===== src/rtl/pcnt_pkg.sv =====
package pcnt_pkg;
  typedef enum logic [1:0] {
    MODE_HOLD  = 2'd0,
    MODE_COUNT = 2'd1,
    MODE_LOAD  = 2'd2
  } pcnt_mode_e;
endpackage


===== src/rtl/pcnt_rst_sync.sv =====
module pcnt_rst_sync #(
  parameter int STAGES = 2
) (
  input  logic clk_i,
  input  logic clr_ni,
  output logic rst_no
);
  generate
    if (STAGES <= 1) begin : g_single
      logic stage_q;
      always_ff @(posedge clk_i or negedge clr_ni) begin
        if (!clr_ni) stage_q <= 1'b0;
        else         stage_q <= 1'b1;
      end
      assign rst_no = stage_q;
    end else begin : g_chain
      logic [STAGES-1:0] shift_q;
      always_ff @(posedge clk_i or negedge clr_ni) begin
        if (!clr_ni) shift_q <= '0;
        else         shift_q <= {shift_q[STAGES-2:0], 1'b1};
      end
      assign rst_no = shift_q[STAGES-1];
    end
  endgenerate

  // the internal reset must follow the clear low at every sampled edge
  a_r1_sync_follows_clear: assert property (@(posedge clk_i)
    !clr_ni |-> !rst_no);
endmodule


===== src/rtl/pcnt_mode_dec.sv =====
module pcnt_mode_dec
  import pcnt_pkg::*;
(
  input  logic       load_ni,
  input  logic       cnt_en_i,
  input  logic       carry_en_i,
  output pcnt_mode_e mode_o
);
  always_comb begin
    if (!load_ni)                     mode_o = MODE_LOAD;
    else if (cnt_en_i && carry_en_i)  mode_o = MODE_COUNT;
    else                              mode_o = MODE_HOLD;
  end
endmodule


===== src/rtl/pcnt_state.sv =====
module pcnt_state
  import pcnt_pkg::*;
#(
  parameter int WIDTH = 4
) (
  input  logic             clk_i,
  input  logic             rst_ni,
  input  pcnt_mode_e       mode_i,
  input  logic [WIDTH-1:0] data_i,
  output logic [WIDTH-1:0] state_o
);
  localparam logic [WIDTH-1:0] ONE = WIDTH'(1);

  logic [WIDTH-1:0] state_q;

  always_ff @(posedge clk_i or negedge rst_ni) begin
    if (!rst_ni) begin
      state_q <= '0;
    end else begin
      unique case (mode_i)
        MODE_LOAD:  state_q <= data_i;
        MODE_COUNT: state_q <= state_q + ONE;
        default:    state_q <= state_q;
      endcase
    end
  end

  assign state_o = state_q;

  // preset captures the data input
  a_r4_load_takes_data: assert property (@(posedge clk_i) disable iff (!rst_ni)
    (mode_i == MODE_LOAD) |=> (state_o == $past(data_i)));
  // increment by one, modulo 2**WIDTH
  a_r5_count_steps_one: assert property (@(posedge clk_i) disable iff (!rst_ni)
    (mode_i == MODE_COUNT) |=> (state_o == WIDTH'($past(state_o) + ONE)));
  // hold keeps the state
  a_r6_hold_keeps: assert property (@(posedge clk_i) disable iff (!rst_ni)
    (mode_i == MODE_HOLD) |=> $stable(state_o));
endmodule


===== src/rtl/pcnt_tc.sv =====
module pcnt_tc #(
  parameter int WIDTH = 4
) (
  input  logic             clk_i,
  input  logic             rst_ni,
  input  logic [WIDTH-1:0] state_i,
  input  logic             carry_en_i,
  output logic             term_o
);
  localparam logic [WIDTH-1:0] ALL_ONES = '1;

  assign term_o = rst_ni & carry_en_i & (state_i == ALL_ONES);

  // terminal count needs the carry enable
  a_r7_tc_needs_carry: assert property (@(posedge clk_i) disable iff (!rst_ni)
    term_o |-> carry_en_i);
  // terminal count only at all ones
  a_r7_tc_only_at_top: assert property (@(posedge clk_i) disable iff (!rst_ni)
    (state_i != ALL_ONES) |-> !term_o);
endmodule


===== src/rtl/pcnt_cascadable.sv =====
module pcnt_cascadable
  import pcnt_pkg::*;
#(
  parameter int WIDTH       = 4,
  parameter int SYNC_STAGES = 2
) (
  input  logic             clk_i,
  input  logic             clr_ni,
  input  logic             load_ni,
  input  logic [WIDTH-1:0] data_i,
  input  logic             cnt_en_i,
  input  logic             carry_en_i,
  output logic [WIDTH-1:0] count_o,
  output logic             term_o
);
  logic       rst_sync_n;
  pcnt_mode_e mode;

  pcnt_rst_sync #(.STAGES(SYNC_STAGES)) u_rst_sync (
    .clk_i  (clk_i),
    .clr_ni (clr_ni),
    .rst_no (rst_sync_n)
  );

  pcnt_mode_dec u_mode_dec (
    .load_ni    (load_ni),
    .cnt_en_i   (cnt_en_i),
    .carry_en_i (carry_en_i),
    .mode_o     (mode)
  );

  pcnt_state #(.WIDTH(WIDTH)) u_state (
    .clk_i   (clk_i),
    .rst_ni  (rst_sync_n),
    .mode_i  (mode),
    .data_i  (data_i),
    .state_o (count_o)
  );

  pcnt_tc #(.WIDTH(WIDTH)) u_tc (
    .clk_i      (clk_i),
    .rst_ni     (rst_sync_n),
    .state_i    (count_o),
    .carry_en_i (carry_en_i),
    .term_o     (term_o)
  );

  // state is zero whenever the clear is low
  a_r1_clear_zeroes: assert property (@(posedge clk_i)
    !clr_ni |-> (count_o == '0));
  // no terminal count during clear
  a_r2_clear_no_tc: assert property (@(posedge clk_i)
    !clr_ni |-> !term_o);
  // while the release is still in the synchroniser the state stays zero
  a_r3_release_window_zero: assert property (@(posedge clk_i) disable iff (!clr_ni)
    !rst_sync_n |-> (count_o == '0));
endmodule


===== config.mk =====
export PLATFORM = sky130hd
export DESIGN_NAME = pcnt_cascadable
export DESIGN_NICKNAME = d
export VERILOG_FILES = /design/src/rtl/pcnt_pkg.sv /design/src/rtl/pcnt_rst_sync.sv /design/src/rtl/pcnt_mode_dec.sv /design/src/rtl/pcnt_state.sv /design/src/rtl/pcnt_tc.sv /design/src/rtl/pcnt_cascadable.sv
export SDC_FILE = /design/constraint.sdc
export NUM_CORES = 1
export LEC_CHECK = 0
export BUFFER_PORTS_ARGS = -buffer_cell sky130_fd_sc_hd__buf_2
export CAP_MARGIN = 20
export CORE_AREA = 3 3 40 42
export CTS_BUF_LIST = sky130_fd_sc_hd__clkbuf_4 sky130_fd_sc_hd__clkbuf_8
export DETAILED_ROUTE_END_ITERATION = 10
export DIE_AREA = 0 0 43 45
export GPL_ROUTABILITY_DRIVEN = 0
export PLACE_DENSITY = 0.46
export SLEW_MARGIN = 10
export SYNTH_ARGS = -nofsm -noshare
export SYNTH_HDL_FRONTEND = slang
export SYNTH_HIERARCHICAL = 1
export SYNTH_SLANG_ARGS = --single-unit

===== constraint.sdc =====
create_clock -name clk_i -period 1.7 [get_ports clk_i]
set_input_delay 0.085 -clock clk_i [delete_from_list [all_inputs] [get_ports clk_i]]
set_output_delay 0.085 -clock clk_i [all_outputs]
set_load 0.05 [all_outputs]

* Yosys cells after proc, flatten, opt, wreduce, memory -nomap -nowiden
Cells that the tools add are included.
** Operators by class
- Add/sub/neg operators :: 1
- Reductions and logical operators :: 2
- Mux-type cells :: 3
- Eq/ne operators :: 3
- Bitwise logic cells :: 2
** Operators with widths (number)
- case mux 4 bit (2 select lines) :: 1
- adder 4 x 1 -> 4 bit, second input constant :: 1
- == test 4 bit, second input constant :: 1
- AND 1 bit :: 2
- == test 2 x 1 -> 1 bit, second input constant :: 1
- == test 2 bit, second input constant :: 1
- two-way mux 2 bit :: 1
- nonzero test 2 bit :: 1
- logical AND 1 bit :: 1
- two-way mux 1 bit :: 1
** Word-level totals
- Input bits :: 9
- Bits in registers :: 6
- Logic and storage cells :: 13
- Output and inout port bits :: 5

* Longest topological paths before layout
Gate-level depths: netlist of the first run.
- Depth after elaboration :: 5
- Depth in mapped cells :: 7
- Depth with buffers taken out :: 6

* By module
Netlist of the first run, hierarchy kept.
** By module, submodules not included
- pcnt_state :: times used 1, area each 249.0 um^2, cells each 25
- pcnt_rst_sync :: times used 1, area each 53.8 um^2, cells each 3
- pcnt_tc :: times used 1, area each 13.8 um^2, cells each 3
- pcnt_mode_dec :: times used 1, area each 10.0 um^2, cells each 2

* Least setup slack after synthesis of the first run
OpenSTA, ideal clock, no wires.
- Kind :: register to output
- Start :: reg u_state.state_q[2] (netlist: u_state/state_o[2])
- End :: out term_o
- Path slack :: 128 ps
- Stages on the path, launching flop included :: 3
- Data arrival time :: 1487 ps
- Required time :: 1615 ps
- Cell sequence :: dfrtp_1 -> nand4_1 -> nor2_1
** Between the ends
- Longest elaborated chain between the ends :: 2
** Ends and longest elaborated chain
- from (decl) :: RTL line pcnt_state.sv:14 : logic [WIDTH-1:0] state_q;
- from (signal assigned) :: RTL line pcnt_state.sv:21 : MODE_LOAD: state_q <= data_i;
- from (signal assigned) :: RTL line pcnt_state.sv:22 : MODE_COUNT: state_q <= state_q + ONE;
- from (signal assigned) :: RTL line pcnt_state.sv:23 : default: state_q <= state_q;
- == test 4 bit :: RTL line pcnt_tc.sv:12 : assign term_o = rst_ni & carry_en_i & (state_i == ALL_ONES);
- AND 1 bit :: RTL line pcnt_tc.sv:12
- to (decl) :: RTL line pcnt_cascadable.sv:14 : output logic term_o
No other way between the ends.

* Final worst setup path of the first run
Same ends and word-level chain as after synthesis.

==> metrics.yaml, run 1 <==
worst_setup_path:
  critPathTopFamily: "flip-flops"
  critPathRequiredTime_ns: 1.62
  start_kind: "flop"
  crit_chain: "nand4_1 > nor2_1 > buf_2"
  worst_setup_path_end_kind: "output pin"
  critPathBufInv: 1
  cpPeakStageDelay_ns: 0.42
  critical_path_class: "flop to output pin"
  crit_path_max_fanout: 6
  slowest_stage: "dfrtp_1"
  cp.arrival_ns: 1.12
sta:
  hold_viol: 0
  drv_slew: 0
  whs_ns: 0.0689
  setup_viol: 0
  fin_crit_ns: 1.20
  finalSetupTns_ns: 0
  rsz0062_at_grt: "no"
  clock_skew_ns: 0.00461
  clock.fmax_mhz: 832
  fin_crit_sh: 0.707
final_layout:
  final_layout_size_suffix_gt1_frac: 0.340
  fillCellCount: 147
  fin_nets: 63
  n_antenna_cell: 0
  final_cells: 65
  final_util: 0.342
  ff_latch_area_sq_um: 150
  multiInputGateArea_sq_um: 150
  layout-area-overhead-vs-synth_pct: 34.5
floorplanning:
  die_w_microns: 43
  dieArea_sq_um: 1940
  rows: 13
  initial_core_util: 0.254
  fp.dieH_microns: 45
  coreArea_sq_um: 1280
  ioPinCount: 14
logic_synthesis:
  ys_ff_latch: 6
  syn-num-nets: 44
  netlist.area_leader.share: 0.460
  synth_area_sq_um: 327
  syn_inst: 33
  synth_cell_types: 14
  ys_warn_count: 6
  postSynthAreaPerCell_sq_um: 9.90
  yosys.area.top_type: "dfrtp_1"
  synth-seq-area-share: 0.460
  synthTopCellsByArea: "dfrtp_1, mux2i_1, ha_1"
grt:
  grt_max_degree: 8
  grt_antenna_before_repair: 0
  grt_first_pass_wirelength_microns: 1200
  grt_overflow: 0
  grt_pass1_vias: 297
  track_usage: 0.0847
cts:
  clk_latency_ns: 0.24
  clock_sinks: 6
  clockBufferDepth: 2
  clk_pin_slew_ns: 0.05
  root_buffer: "clkbuf_4"
  cts_buffers: 3
  htreeDepth: 1
  cts_tree: "built"
placement:
  post-dp-hpwl_microns: 542
  dp.cells: 61
  port_buffers: 13
power:
  p_leak_nw: 0.235
  p_per_area_nw_per_um2: 1000
  peakVddDrop_mv: 0.355
  power_w: 0.000439
route:
  routed_via_density: 4.42
  drc_errors: 0
  routed-via-count: 287
  drt_pass1_iterations: 3
  ant_nets: 0
  wl_per_cell_microns: 10.2
  wirelength_microns: 664
  drt_iter0_drc: 2
worst_hold_path:
  hp-class: "flop to async pin"
outcome:
  status: "complete, no violations"
job:
  drv_cap: 0
## worst paths after layout
| path | start | end | slack, ns | cells past startpoint |
|---|---|---|---|---|
| min reg2reg | u_rst_sync/g_chain.shift_q[1] | u_state/state_o[1] | 0.07 | 0 |
| min | u_rst_sync/g_chain.shift_q[1] | u_state/state_o[1] | 0.07 | 0 |
| max | u_state/state_o[2] | term_o | 0.50 | 3 |
| max reg2reg | u_state/state_o[2] | u_state/state_o[3] | 0.54 | 3 |
| min in group clk_i | data_i[2] | u_state/state_o[2] | 0.08 | 3 |
| max in group asynchronous | clr_ni | u_rst_sync/g_chain.shift_q[1] | 1.45 | 2 |
## cells in the mapped netlist
cell,number
mux2i_1,4
o21ai_0,2
ha_1,2
or4b_1,1
a22oi_1,2
and3_1,1
nand3_1,3
dfrtp_1,6
nand4_1,1
buf_6,1
inv_1,4
nand2_1,2
conb_1,1
nor2_1,3
## where the power goes
group	switching [W]	leakage (nW)	total [W]	internal (W)
Clock	0.0000492	0.0138	0.000129	0.0000797
Combinational	0.0000861	0.150	0.000129	0.0000424
Sequential	0.0000214	0.0714	0.000182	0.000160
## flip-flops by register name (all words and copies together) (netlist names)
| name | cells |
|---|---|
| u_rst_sync/g_chain.shift_q | 2 |
| u_state/state_o | 4 |
## cell families after synthesis
| family | share of synthesized area |
|---|---|
| AND/OR/NAND/NOR | 0.172 |
| flip-flops | 0.460 |
| buffers and inverters | 0.0804 |
| AO/OA/AOI/OAI | 0.0766 |
| multiplexers | 0.123 |
| adder cells (fa/ha/maj) | 0.0766 |
| other | 0.0115 |
## layout by cell type (no fill, tap or decap)
cell type	n
inv_1	4
conb_1	1
buf_2	13
nand2_1	2
dlygate4sd3_1	1
nor2_1	3
or4b_1	1
buf_4	1
nand4_1	1
nand3_1	3
dfrtp_1	6
mux2i_1	4
o21ai_0	2
a22oi_1	2
ha_1	2
and3_1	1
clkbuf_4	3
## per-stage QoR
stage                     setup slack [ns]  area (sq um)
after floorplan                      0.128           327
after global placement               0.370           407
after detailed placement             0.363           407
after CTS                            0.470           439
after global routing                 0.406           439
final                                0.498           439
## final cells by class
cell class / count / area share
timing repair buffer: 15 / 0.188
multi-input combinational: 22 / 0.342
sequential: 6 / 0.342
clock buffer: 3 / 0.0513
inverter: 4 / 0.0342
tap: 15 / 0.0427
## routing by layer
metal	track usage	wire [microns]
met1	0.106	309
met2	0.126	294
met3	0.0279	59
met4	0.0542	0
met5	0	0
## timing repair
item | 4_1_cts | 5_1_grt
endpoints found under the setup margin | 0 | 0
endpoints found under the hold margin | 2 | 0
gates resized for setup | 0 | 0
hold buffers | 1 | 0
buffers inserted | 0 | 0
(Power assumes the default switching activity.)
==> inputs of run 2 (changes only) <==
Clock period 1.7 ns to 1.2 ns, I/O delays scaled along.
==> metrics.yaml, run 2 (synthesis gave the netlist of run 1 again) <==
sta:
  clock.fmax_mhz: 874
  whs_ns: 0.0609
  fin_crit_ns: 1.14
  hold_viol: 0
  drv_slew: 0
  clock_skew_ns: 0.00716
  setup_viol: 0
  setup_ws_ns: 0.0554
  rsz0062_at_grt: "no"
  fin_crit_sh: 0.954
worst_setup_path:
  crit_path_max_fanout: 6
  cp.arrival_ns: 1.32
  start_kind: "flop"
  r2r_cells: 3
  critPathTopFamily: "simple AND/OR/NAND/NOR gates"
  rr_endpoint: "u_state/state_o[3]"
  critPathRequiredTime_ns: 1.37
  worstReg2RegStart: "u_state/state_o[2]"
  cpPeakStageDelay_ns: 0.48
  slowest_stage: "or4b_1"
  critPathBufInv: 0
  critical_path_class: "flop to flop"
  crit_chain: "nand3_2 > or4b_1 > nand3_1"
  worst_setup_path_end_kind: "flop"
  rrSetupSlack_ns: 0.06
final_layout:
  final_common_cell: "buf_2"
  fin_nets: 65
  n_antenna_cell: 0
  fillCellCount: 131
  layout-area-overhead-vs-synth_pct: 50.2
  final_cell_mix: "buf_2, clkbuf_4, inv_1, mux2i_1, dfrtp_2"
  final_layout_size_suffix_gt1_frac: 0.509
  largest_register_ffs: 4
  ff_latch_area_sq_um: 155
  multiInputGateArea_sq_um: 168
route:
  drt_pass1_iterations: 1
  routed-via-count: 304
  drt_iter0_drc: 0
  ant_nets: 0
  wirelength_microns: 722
  drc_errors: 0
  routed_via_density: 4.47
  wl_per_cell_microns: 10.6
worst_hold_path:
  whs_endpoint: "u_state/state_o[2]"
  min_from: "data_i[2]"
  min_path_cells: 3
  hp-class: "primary input to flop"
grt:
  track_usage: 0.0922
  grt_pass1_vias: 305
  grt_antenna_before_repair: 0
  grt_max_degree: 8
  grt_overflow: 0
  grt_first_pass_wirelength_microns: 1210
power:
  p_leak_nw: 0.245
  p_per_area_nw_per_um2: 1400
  peakVddDrop_mv: 0.490
cts:
  cts_buffers: 3
  clockBufferDepth: 2
  root_buffer: "clkbuf_4"
  cts_setup_buffers: 0
  clk_pin_slew_ns: 0.05
  cts_tree: "built"
  clk_latency_ns: 0.25
  htreeDepth: 1
  clock_sinks: 6
floorplanning:
  fp.dieH_microns: 45
  dieArea_sq_um: 1940
  rows: 13
  die_w_microns: 43
  ioPinCount: 14
  coreArea_sq_um: 1280
  initial_core_util: 0.254
job:
  drv_cap: 0
placement:
  post-dp-hpwl_microns: 603
  port_buffers: 13
  dp_slack_ns: -0.105
outcome:
  status: "complete, no violations"
-- run 2: tightest hold or removal path, cell delays in order --
cell,delay [ns]
buf_2,0.08
a22oi_1,0.05
o21ai_0,0.08
-- run 2: layout make-up --
cell class	count	share of cell area
multi-input cells	22	0.342
inverters	4	0.0306
flip-flops and latches	6	0.316
repair buffers	17	0.212
clock buffers	4	0.0612
well taps	15	0.0383
-- run 2: worst max path at each step --
stage                                   from                 end  cells after the start
after floorplan           u_state/state_o[2]  u_state/state_o[3]                      3
after global placement               load_ni  u_state/state_o[3]                      5
after detailed placement             load_ni  u_state/state_o[3]                      5
after CTS                 u_state/state_o[2]              term_o                      3
after global routing      u_state/state_o[0]              term_o                      3
final                     u_state/state_o[2]  u_state/state_o[3]                      3
-- run 2: routing by layer --
metal  vias up  track usage  routed length (microns)
met1       135       0.0958                      303
met2        11        0.135                      322
met3         5       0.0199                       56
met4         0        0.127                       39
li1        153            -                        -
met5         -            0                        0
-- run 2: report_power, final --
part / internal (W) / leakage (nW) / switching [W]
Clock: 0.000149 / 0.0184 / 0.0000789
Sequential: 0.000231 / 0.0670 / 0.0000317
Combinational: 0.0000659 / 0.160 / 0.000128
-- run 2: timing repair --
action | CTS | global route
resized for setup | 1 | 1
hold buffers | 1 | 0
endpoints found under the hold margin | 2 | 0
setup endpoints to repair | 1 | 1
gates cloned | 0 | 0
-- run 2: per-stage QoR --
step                utilization  total power, W  area, sq um  setup TNS, ns  std cells
finish                    0.382        0.000685          490              0         68
CTS                       0.379        0.000702          487              0         68
detailed placement        0.346        0.000459          444         -0.122         63
global placement          0.346        0.000455          444        -0.0569         63
global route              0.382        0.000732          490              0         68
floorplan                     -        0.000403          349        -0.0484         33
